$ cat src/rtl/link_auth_pkg.sv
package link_auth_pkg;

   typedef enum logic [4:0] {
      S_IDLE, S_SEED0, S_SEED1, S_CAPT, S_AN_WAIT, S_RD_LO, S_RD_HI, S_SEND,
      S_KEY_REQ, S_KEY_LD, S_RPT_REQ, S_REP_WR, S_ENABLE, S_DELAY, S_CHK_REQ,
      S_CHK_LD, S_MATCH_WAIT, S_ENC_WAIT, S_HANDOFF, S_DISARM, S_ERROR
   } seq_state_t;

   typedef enum logic [2:0] {
      ERR_NONE     = 3'd0,
      ERR_VALUE_TO = 3'd1,
      ERR_BAD_KEY  = 3'd2,
      ERR_MATCH_TO = 3'd3,
      ERR_ENC_TO   = 3'd4,
      ERR_CLEAR_TO = 3'd5
   } err_t;

   localparam int ST_VALUE_RDY = 17;
   localparam int ST_MATCH     = 19;
   localparam int ST_ENC       = 20;

   localparam logic [1:0] CTL_OFF      = 2'b00;
   localparam logic [1:0] CTL_CAPTURE  = 2'b01;
   localparam logic [1:0] CTL_AUTH_ENC = 2'b11;

   // repeater control word for a port: present flag plus port code at 22:20
   function automatic logic [31:0] rep_word(input int unsigned p);
      logic [31:0] w;
      w = '0;
      case (p)
         0:       begin w[29] = 1'b1; w[22:20] = 3'd2; end
         1:       begin w[30] = 1'b1; w[22:20] = 3'd1; end
         2:       begin w[28] = 1'b1; w[22:20] = 3'd3; end
         3:       begin w[27] = 1'b1; w[22:20] = 3'd4; end
         default: begin w[25] = 1'b1; w[22:20] = 3'd6; end
      endcase
      return w;
   endfunction

endpackage

$ cat src/rtl/link_auth_weight.sv
module link_auth_weight #(
   parameter int W      = 40,
   parameter int TARGET = 20
) (
   input  logic [W-1:0] vec_i,
   output logic         ok_o
);
   localparam int CW = $clog2(W + 1);

   if (TARGET > W) begin : g_bad_target
      $error("TARGET exceeds vector width");
   end

   logic [CW-1:0] ones;

   always_comb begin
      ones = '0;
      for (int i = 0; i < W; i++) begin
         ones = ones + CW'(vec_i[i]);
      end
   end

   assign ok_o = (ones == CW'(TARGET));

endmodule

$ cat src/rtl/link_auth_cnt.sv
module link_auth_cnt #(
   parameter int W = 8
) (
   input  logic         clk,
   input  logic         rst_n,
   input  logic         clr_i,
   output logic [W-1:0] cnt_o
);
   if (W < 2) begin : g_bad_width
      $error("counter width too small");
   end

   always_ff @(posedge clk or negedge rst_n) begin
      if (!rst_n) begin
         cnt_o <= '0;
      end else if (clr_i) begin
         cnt_o <= '0;
      end else if (cnt_o != '1) begin
         cnt_o <= cnt_o + 1'b1;
      end
   end

   AST_NO_WRAP: assert property (@(posedge clk) disable iff (!rst_n)
      (!clr_i && cnt_o != '0) |=> (cnt_o != '0));

endmodule

$ cat src/rtl/link_auth_seq.sv
module link_auth_seq
   import link_auth_pkg::*;
#(
   parameter int KEY_W     = 40,
   parameter int WORD_W    = 32,
   parameter int CHK_W     = 16,
   parameter int STAT_W    = 32,
   parameter int PORT_SEL  = 0,
   parameter int DELAY_CYC = 30_000_000,
   parameter int AN_TO     = 100_000,
   parameter int MATCH_TO  = 100_000,
   parameter int ENC_TO    = 2_000_000,
   parameter int CLR_TO    = 2_000_000
) (
   input  logic                clk,
   input  logic                rst_n,
   input  logic                start_i,
   input  logic                disable_i,
   input  logic                abort_i,
   input  logic [WORD_W-1:0]   rnd_i,
   output logic                seed_wr_o,
   output logic [WORD_W-1:0]   seed_data_o,
   output logic [1:0]          ctrl_o,
   input  logic [STAT_W-1:0]   status_i,
   output logic                val_rd_o,
   output logic                val_sel_o,
   input  logic [WORD_W-1:0]   val_data_i,
   input  logic [KEY_W-1:0]    own_key_i,
   output logic                tx_req_o,
   output logic [2*WORD_W-1:0] tx_value_o,
   output logic [KEY_W-1:0]    tx_key_o,
   input  logic                tx_ack_i,
   output logic                rkey_req_o,
   input  logic                rkey_valid_i,
   input  logic [KEY_W-1:0]    rkey_i,
   output logic                rkey_wr_o,
   output logic [KEY_W-1:0]    rkey_o,
   output logic                rpt_req_o,
   input  logic                rpt_valid_i,
   input  logic                rpt_i,
   output logic                rep_wr_o,
   output logic [31:0]         rep_word_o,
   output logic                chk_req_o,
   input  logic                chk_valid_i,
   input  logic [CHK_W-1:0]    chk_i,
   output logic                chk_wr_o,
   output logic [CHK_W-1:0]    chk_o,
   output logic                done_o,
   output logic                repeater_o,
   output logic                err_o,
   output logic [2:0]          err_code_o
);
   localparam int MAX_AB   = (AN_TO > MATCH_TO) ? AN_TO : MATCH_TO;
   localparam int MAX_CD   = (ENC_TO > CLR_TO) ? ENC_TO : CLR_TO;
   localparam int MAX_TO   = (MAX_AB > MAX_CD) ? MAX_AB : MAX_CD;
   localparam int WAIT_W   = $clog2(MAX_TO + 1) + 1;
   localparam int DLY_W    = $clog2(DELAY_CYC + 1) + 1;
   localparam int KEY_ONES = KEY_W / 2;
   localparam logic [31:0] REP_WORD = rep_word(PORT_SEL);
   localparam logic [DLY_W-1:0] DLY_LAST = DLY_W'(DELAY_CYC - 2);

   // elaboration-time parameter checks
   if (PORT_SEL < 0 || PORT_SEL > 4) begin : g_bad_port
      $error("PORT_SEL must be 0..4");
   end
   if (DELAY_CYC < 8) begin : g_bad_delay
      $error("DELAY_CYC must be at least 8");
   end
   if (AN_TO < 1 || MATCH_TO < 1 || ENC_TO < 1 || CLR_TO < 1) begin : g_bad_to
      $error("timeouts must be at least one cycle");
   end
   if (STAT_W <= ST_ENC) begin : g_bad_stat
      $error("status word too narrow");
   end
   if ((KEY_W % 2) != 0) begin : g_bad_key
      $error("KEY_W must be even");
   end

   seq_state_t state_q, state_d;
   err_t       err_q, err_d;

   logic [WORD_W-1:0] val_lo_q, val_hi_q;
   logic [KEY_W-1:0]  rkey_q;
   logic [CHK_W-1:0]  chk_q;
   logic              rpt_q;

   logic [WAIT_W-1:0] wt_cnt, wt_last;
   logic [DLY_W-1:0]  dly_cnt;
   logic              wt_exp, dly_done, key_ok, dly_clr, wt_clr;

   // ---------------- helpers ----------------
   link_auth_weight #(.W(KEY_W), .TARGET(KEY_ONES)) u_weight (
      .vec_i (rkey_i),
      .ok_o  (key_ok)
   );

   assign wt_clr = (state_d != state_q);

   link_auth_cnt #(.W(WAIT_W)) u_wait_cnt (
      .clk   (clk),
      .rst_n (rst_n),
      .clr_i (wt_clr),
      .cnt_o (wt_cnt)
   );

   assign dly_clr = (state_q == S_SEND) && tx_ack_i;

   link_auth_cnt #(.W(DLY_W)) u_delay_cnt (
      .clk   (clk),
      .rst_n (rst_n),
      .clr_i (dly_clr),
      .cnt_o (dly_cnt)
   );

   always_comb begin
      case (state_q)
         S_AN_WAIT:    wt_last = WAIT_W'(AN_TO - 1);
         S_MATCH_WAIT: wt_last = WAIT_W'(MATCH_TO - 1);
         S_ENC_WAIT:   wt_last = WAIT_W'(ENC_TO - 1);
         S_DISARM:     wt_last = WAIT_W'(CLR_TO - 1);
         default:      wt_last = '1;
      endcase
   end

   assign wt_exp   = (wt_cnt >= wt_last);
   assign dly_done = (dly_cnt >= DLY_LAST);

   // ---------------- sequencing ----------------
   always_comb begin
      state_d = state_q;
      err_d   = err_q;
      case (state_q)
         S_IDLE:    if (start_i) state_d = S_SEED0;
         S_SEED0:   state_d = S_SEED1;
         S_SEED1:   state_d = S_CAPT;
         S_CAPT:    state_d = S_AN_WAIT;
         S_AN_WAIT: begin
            if (status_i[ST_VALUE_RDY]) begin
               state_d = S_RD_LO;
            end else if (wt_exp) begin
               state_d = S_ERROR;
               err_d   = ERR_VALUE_TO;
            end
         end
         S_RD_LO:   state_d = S_RD_HI;
         S_RD_HI:   state_d = S_SEND;
         S_SEND:    if (tx_ack_i) state_d = S_KEY_REQ;
         S_KEY_REQ: begin
            if (rkey_valid_i) begin
               if (key_ok) begin
                  state_d = S_KEY_LD;
               end else begin
                  state_d = S_ERROR;
                  err_d   = ERR_BAD_KEY;
               end
            end
         end
         S_KEY_LD:  state_d = S_RPT_REQ;
         S_RPT_REQ: if (rpt_valid_i) state_d = rpt_i ? S_REP_WR : S_ENABLE;
         S_REP_WR:  state_d = S_ENABLE;
         S_ENABLE:  state_d = S_DELAY;
         S_DELAY:   if (dly_done) state_d = S_CHK_REQ;
         S_CHK_REQ: if (chk_valid_i) state_d = S_CHK_LD;
         S_CHK_LD:  state_d = S_MATCH_WAIT;
         S_MATCH_WAIT: begin
            if (status_i[ST_MATCH]) begin
               state_d = S_ENC_WAIT;
            end else if (wt_exp) begin
               state_d = S_ERROR;
               err_d   = ERR_MATCH_TO;
            end
         end
         S_ENC_WAIT: begin
            if (status_i[ST_ENC]) begin
               state_d = S_HANDOFF;
            end else if (wt_exp) begin
               state_d = S_ERROR;
               err_d   = ERR_ENC_TO;
            end
         end
         S_HANDOFF: state_d = S_HANDOFF;
         S_DISARM: begin
            if (status_i == '0) begin
               state_d = S_IDLE;
            end else if (wt_exp) begin
               state_d = S_ERROR;
               err_d   = ERR_CLEAR_TO;
            end
         end
         S_ERROR: begin
            if (abort_i) begin
               state_d = S_IDLE;
               err_d   = ERR_NONE;
            end
         end
         default:   state_d = S_IDLE;
      endcase

      // teardown wins over any step of an active run
      if (disable_i && !(state_q inside {S_IDLE, S_DISARM, S_ERROR})) begin
         state_d = S_DISARM;
         err_d   = err_q;
      end
   end

   always_ff @(posedge clk or negedge rst_n) begin
      if (!rst_n) begin
         state_q <= S_IDLE;
         err_q   <= ERR_NONE;
      end else begin
         state_q <= state_d;
         err_q   <= err_d;
      end
   end

   // ---------------- captured data ----------------
   always_ff @(posedge clk or negedge rst_n) begin
      if (!rst_n) begin
         val_lo_q <= '0;
         val_hi_q <= '0;
         rkey_q   <= '0;
         chk_q    <= '0;
         rpt_q    <= 1'b0;
      end else begin
         if (state_q == S_RD_LO) val_lo_q <= val_data_i;
         if (state_q == S_RD_HI) val_hi_q <= val_data_i;
         if (state_q == S_KEY_REQ && rkey_valid_i && key_ok) rkey_q <= rkey_i;
         if (state_q == S_RPT_REQ && rpt_valid_i) rpt_q <= rpt_i;
         if (state_q == S_CHK_REQ && chk_valid_i) chk_q <= chk_i;
      end
   end

   // ---------------- outputs ----------------
   always_comb begin
      case (state_q)
         S_CAPT, S_AN_WAIT, S_RD_LO, S_RD_HI, S_SEND, S_KEY_REQ, S_KEY_LD,
         S_RPT_REQ, S_REP_WR:
            ctrl_o = CTL_CAPTURE;
         S_ENABLE, S_DELAY, S_CHK_REQ, S_CHK_LD, S_MATCH_WAIT, S_ENC_WAIT,
         S_HANDOFF:
            ctrl_o = CTL_AUTH_ENC;
         default:
            ctrl_o = CTL_OFF;
      endcase
   end

   assign seed_wr_o   = (state_q == S_SEED0) || (state_q == S_SEED1);
   assign seed_data_o = rnd_i;
   assign val_rd_o    = (state_q == S_RD_LO) || (state_q == S_RD_HI);
   assign val_sel_o   = (state_q == S_RD_HI);
   assign tx_req_o    = (state_q == S_SEND);
   assign tx_value_o  = {val_hi_q, val_lo_q};
   assign tx_key_o    = own_key_i;
   assign rkey_req_o  = (state_q == S_KEY_REQ);
   assign rkey_wr_o   = (state_q == S_KEY_LD);
   assign rkey_o      = rkey_q;
   assign rpt_req_o   = (state_q == S_RPT_REQ);
   assign rep_wr_o    = (state_q == S_REP_WR);
   assign rep_word_o  = REP_WORD;
   assign chk_req_o   = (state_q == S_CHK_REQ);
   assign chk_wr_o    = (state_q == S_CHK_LD);
   assign chk_o       = chk_q;
   assign done_o      = (state_q == S_HANDOFF);
   assign repeater_o  = (state_q == S_HANDOFF) && rpt_q;
   assign err_o       = (state_q == S_ERROR);
   assign err_code_o  = err_q;

   // ---------------- assertions ----------------
   AST_SEED_BEFORE_CAPTURE: assert property (@(posedge clk) disable iff (!rst_n)
      (ctrl_o == CTL_CAPTURE && $past(ctrl_o) == CTL_OFF) |-> $past(seed_wr_o));

   AST_LOW_THEN_HIGH: assert property (@(posedge clk) disable iff (!rst_n)
      (val_rd_o && val_sel_o) |-> $past(val_rd_o && !val_sel_o));

   AST_KEY_BALANCED: assert property (@(posedge clk) disable iff (!rst_n)
      rkey_wr_o |-> ($countones(rkey_o) == KEY_ONES));

   AST_REP_THEN_ENABLE: assert property (@(posedge clk) disable iff (!rst_n)
      (rep_wr_o && !disable_i) |=> (ctrl_o == CTL_AUTH_ENC));

   AST_CHECK_AFTER_DELAY: assert property (@(posedge clk) disable iff (!rst_n)
      chk_req_o |-> dly_done);

   AST_DONE_AFTER_ENC: assert property (@(posedge clk) disable iff (!rst_n)
      $rose(done_o) |-> $past(status_i[ST_ENC]));

   AST_DISARM_CTRL_OFF: assert property (@(posedge clk) disable iff (!rst_n)
      (done_o && disable_i) |=> (ctrl_o == CTL_OFF));

   AST_ERROR_HOLDS: assert property (@(posedge clk) disable iff (!rst_n)
      (err_o && !abort_i) |=> (err_o && $stable(err_code_o)));

endmodule

$ cat config.mk
export PLATFORM = sky130hd
export DESIGN_NAME = link_auth_seq
export DESIGN_NICKNAME = d
export VERILOG_FILES = /design/src/rtl/link_auth_pkg.sv /design/src/rtl/link_auth_weight.sv /design/src/rtl/link_auth_cnt.sv /design/src/rtl/link_auth_seq.sv
export SDC_FILE = /design/constraint.sdc
export NUM_CORES = 1
export LEC_CHECK = 0
export ABC_AREA = 1
export BUFFER_PORTS_ARGS = -buffer_cell sky130_fd_sc_hd__buf_4
export CAP_MARGIN = 0
export CORE_MARGIN = 10
export CORE_UTILIZATION = 45
export DETAILED_ROUTE_END_ITERATION = 8
export GPL_ROUTABILITY_DRIVEN = 0
export PLACE_DENSITY = 0.78
export SYNTH_ARGS = -nofsm -noshare
export SYNTH_HDL_FRONTEND = slang
export SYNTH_SLANG_ARGS = --single-unit
$ cat constraint.sdc
create_clock -name clk -period 7.14 [get_ports clk]
set_input_delay 0.357 -clock clk [delete_from_list [all_inputs] [get_ports clk]]
set_output_delay 0.357 -clock clk [all_outputs]
set_load 0.01 [all_outputs]
==> impl_metrics.csv <==
group,metric,value,unit
status,status,"completed",
logic_synthesis,netlist_instances,1292,
clock_network,clockBufferDepth,2,
setup_path,r2r_cells,23,
sta,fmax,0.164,GHz
finish,antennaDiodeCount,0,
finish,layout_commonest_cell,"nand2_1",
power_and_ir_drop,cellPowerDensity,340,nW/um^2
setup_path,start_kind,"primary input",
die,design.portCount,444,
clock_network,cts-root-buf,"clkbuf_16",
finish,nets,1743,
global_routing,antenna_found_initial,0,
clock_network,holdBufCountCts,0,
setup_path,cp-endpoint,"rkey_o[3]$_DFFE_PN0P_",
die,dieArea,29900,um^2
placement,place_ws,0.654,ns
clock_network,cts_tree,"built",
setup_path,arrival,6.42,ns
setup_path,r2r_setup_slack,3.22,ns
clock_network,cts_buffers,17,
routing,drc,0,
logic_synthesis,ys_ff_latch,177,
sta,rsz0062_at_grt,"no",
hold_path,min_path_type,"primary input to asynchronous set/reset pin",
finish,drive_above_1_share,25.1,%
sta,relSlewSlack,34.4,%
sta,setup_slack,1.05,ns
die,initial_core_util,46.1,%
setup_path,cp-end-kind,"flop",
sta,finalSetupTns,0,ns
sta,worst_slew_pin_slew,0.983,ns
logic_synthesis,synth-main-ff-cell,"dfrtp_1",
clock_network,clock-sinks,177,
sta,skew,0.0143,ns
power_and_ir_drop,ir_drop,0.000280,V
setup_path,worstPathRequired,7.48,ns
logic_synthesis,ys_types,42,
global_routing,grt_max_degree,109,
routing,drt_first_pass_iters,5,
die,placeableCoreArea,22800,um^2
finish,fillerInstances,2080,
sta,final.period_utilization,85.3,%
logic_synthesis,async_flop_share,100,%
placement,dp.cells,1775,
power_and_ir_drop,finalPower,4.36,mW
sta,hold_viol,0,
sta,slew_viol_final,0,
placement,portBuffers,267,
routing,vias,8864,
sta,post-route-min-period,6.09,ns
clock_network,post_cts_resized,0,
clock_network,cts.clk_slew.worst_paths,0.08,ns
routing,wl_per_cell,16.4,um
power_and_ir_drop,p_leak,6.94,nW
finish,most-common-layout-cells,"304 x nand2_1, 270 x buf_4, 177 x inv_1, 177 x dfrtp_1, 108 x nor2_1",
routing,vias_per_cell,4.91,
finish,finalNonFillerCells,1807,
global_routing,grt_pass1_vias,8854,
clock_network,cts_setup_buffers,0,
routing,drt-initial-drc-count,750,
finish,area_growth,21.7,%
logic_synthesis,synth_edf_count,0,
job,maxCapViolCount,0,
setup_path,worstReg2RegEnd,"u_wait_cnt.cnt_o[0]$_DFFE_PN0P_",
clock_network,clk_latency,0.44,ns
logic_synthesis,ys_seq_area_share,42.1,%
setup_path,critPathMaxFanout,61,
setup_path,crit_type,"primary input to flop",
global_routing,grt.total_usage,19.3,%
die,die_x,173,um
global_routing,gr-total-overflow,0,
logic_synthesis,syn_area_per_cell,8.15,um^2
die,die_y,173,um
logic_synthesis,syn-cell-area,10500,um^2
global_routing,grt_pass1_wl,47400,um
setup_path,critPathLaunch,"rkey_i[0]",
placement,hpwl,23500,um
die,row_count,55,
sta,setup_violations,0,
routing,routed_wl,29700,um
logic_synthesis,yosys_warnings,0,
routing,ant_nets,0,
setup_path,r2r_start,"state_q[0]$_DFF_PN0_",
clock_network,htreeDepth,4,
==> how the worst min path moves through the flow <==
stage,start,end,depth (start not counted)
finish,rst_n,val_lo_q[25]$_DFFE_PN0P_,1
global route,rst_n,val_lo_q[25]$_DFFE_PN0P_,1
CTS,rst_n,val_lo_q[25]$_DFFE_PN0P_,1
detailed placement,rpt_q$_DFFE_PN0P_,rpt_q$_DFFE_PN0P_,2
global placement,rpt_q$_DFFE_PN0P_,rpt_q$_DFFE_PN0P_,2
floorplan,rst_n,chk_o[0]$_DFFE_PN0P_,0
==> kinds of logic after synthesis <==
family	share of synthesized area (%)
AND/OR/NAND/NOR	22.1
buffers and inverters	15.5
flip-flops	42.1
AO/OA/AOI/OAI	7.49
adder cells (fa/ha/maj)	9.27
XOR/XNOR	1.75
multiplexers	1.81
other	0.0714
==> layer usage <==
layer / global-route usage, % / part of all wire, % / vias to the layer above
met4: 6.68 / 2.7 / 0
li1: - / - / 4262
met1: 23.0 / 40 / 4176
met2: 31.4 / 48 / 367
met5: 0 / 0 / -
met3: 7.23 / 9.3 / 59
==> registers in the layout, summed over array words and instances (netlist names) <==
register and cells:
chk_o 16, err_code_o 3, rkey_o 40, rpt_q 1, state_q 5, u_delay_cnt.cnt_o 26
u_wait_cnt.cnt_o 22, val_hi_q 32, val_lo_q 32
==> report_power, final <==
group	internal [mW]	total (mW)	switching, mW
Clock	0.518	1.00	0.482
Combinational	0.800	1.97	1.17
Sequential	1.22	1.38	0.162
Total	2.54	4.36	1.82
==> cells in the mapped netlist, drive strengths merged (2+ instances only) <==
| cell | number | share of area (%) |
|---|---|---|
| o2111ai | 2 | 0.17 |
| nor3 | 23 | 1.1 |
| a21oi | 26 | 1.3 |
| inv | 191 | 6.8 |
| mux2 | 16 | 1.7 |
| ha | 30 | 3.6 |
| dfrtp | 177 | 42 |
| buf | 112 | 7.9 |
| nand4 | 15 | 0.89 |
| o21ai | 110 | 5.2 |
| clkbuf | 19 | 0.68 |
| or2 | 2 | 0.12 |
| fa | 30 | 5.7 |
| o21a | 2 | 0.14 |
| clkinv | 2 | 0.071 |
| o211ai | 2 | 0.14 |
| nand3 | 45 | 2.4 |
| nand3b | 2 | 0.14 |
| conb | 2 | 0.071 |
| nor4 | 4 | 0.24 |
| a31oi | 2 | 0.12 |
| xor2 | 10 | 0.83 |
| nand2 | 310 | 11 |
| o21bai | 2 | 0.14 |
| o22ai | 2 | 0.12 |
| nor2 | 138 | 5.9 |
| xnor2 | 11 | 0.92 |
==> metrics by stage <==
stage / hold WS, ns / util, % / instance area [um^2]
3_3_place_gp: 0.452 / 53.2 / 12200
6_report: 0.0311 / 56.1 / 12800
2_1_floorplan: 0.0614 / - / 10600
3_5_place_dp: 0.460 / 53.2 / 12200
4_1_cts: 0.0819 / 56.1 / 12800
5_1_grt: 0.0720 / 56.1 / 12800
==> critical path, cell delays in order <==
cell and delay [ns]:
buf_4 0.11, ha_1 0.26, inv_1 0.04, fa_1 0.48
inv_1 0.05, fa_1 0.53, fa_1 0.44, fa_1 0.51
fa_1 0.54, inv_1 0.05, fa_1 0.49, fa_1 0.42
fa_1 0.51, inv_1 0.05, nor2_1 0.08, nand3_1 0.08
nor2_1 0.19, nand3_1 0.14, nor2_2 0.14, buf_4 0.27
clkinv_1 0.09, buf_4 0.30, o21ai_0 0.25
==> area by class of cell <==
| class | instances | area (um^2) | area share (%) |
|---|---|---|---|
| multi-input combinational | 821 | 4580 | 35.8 |
| tap | 313 | 392 | 3.06 |
| sequential | 177 | 4430 | 34.6 |
| inverter | 193 | 724 | 5.66 |
| clock buffer | 17 | 425 | 3.32 |
| timing repair buffer | 271 | 2040 | 15.9 |
| clock inverter | 15 | 220 | 1.72 |
Power figures use the tool's default switching activity.
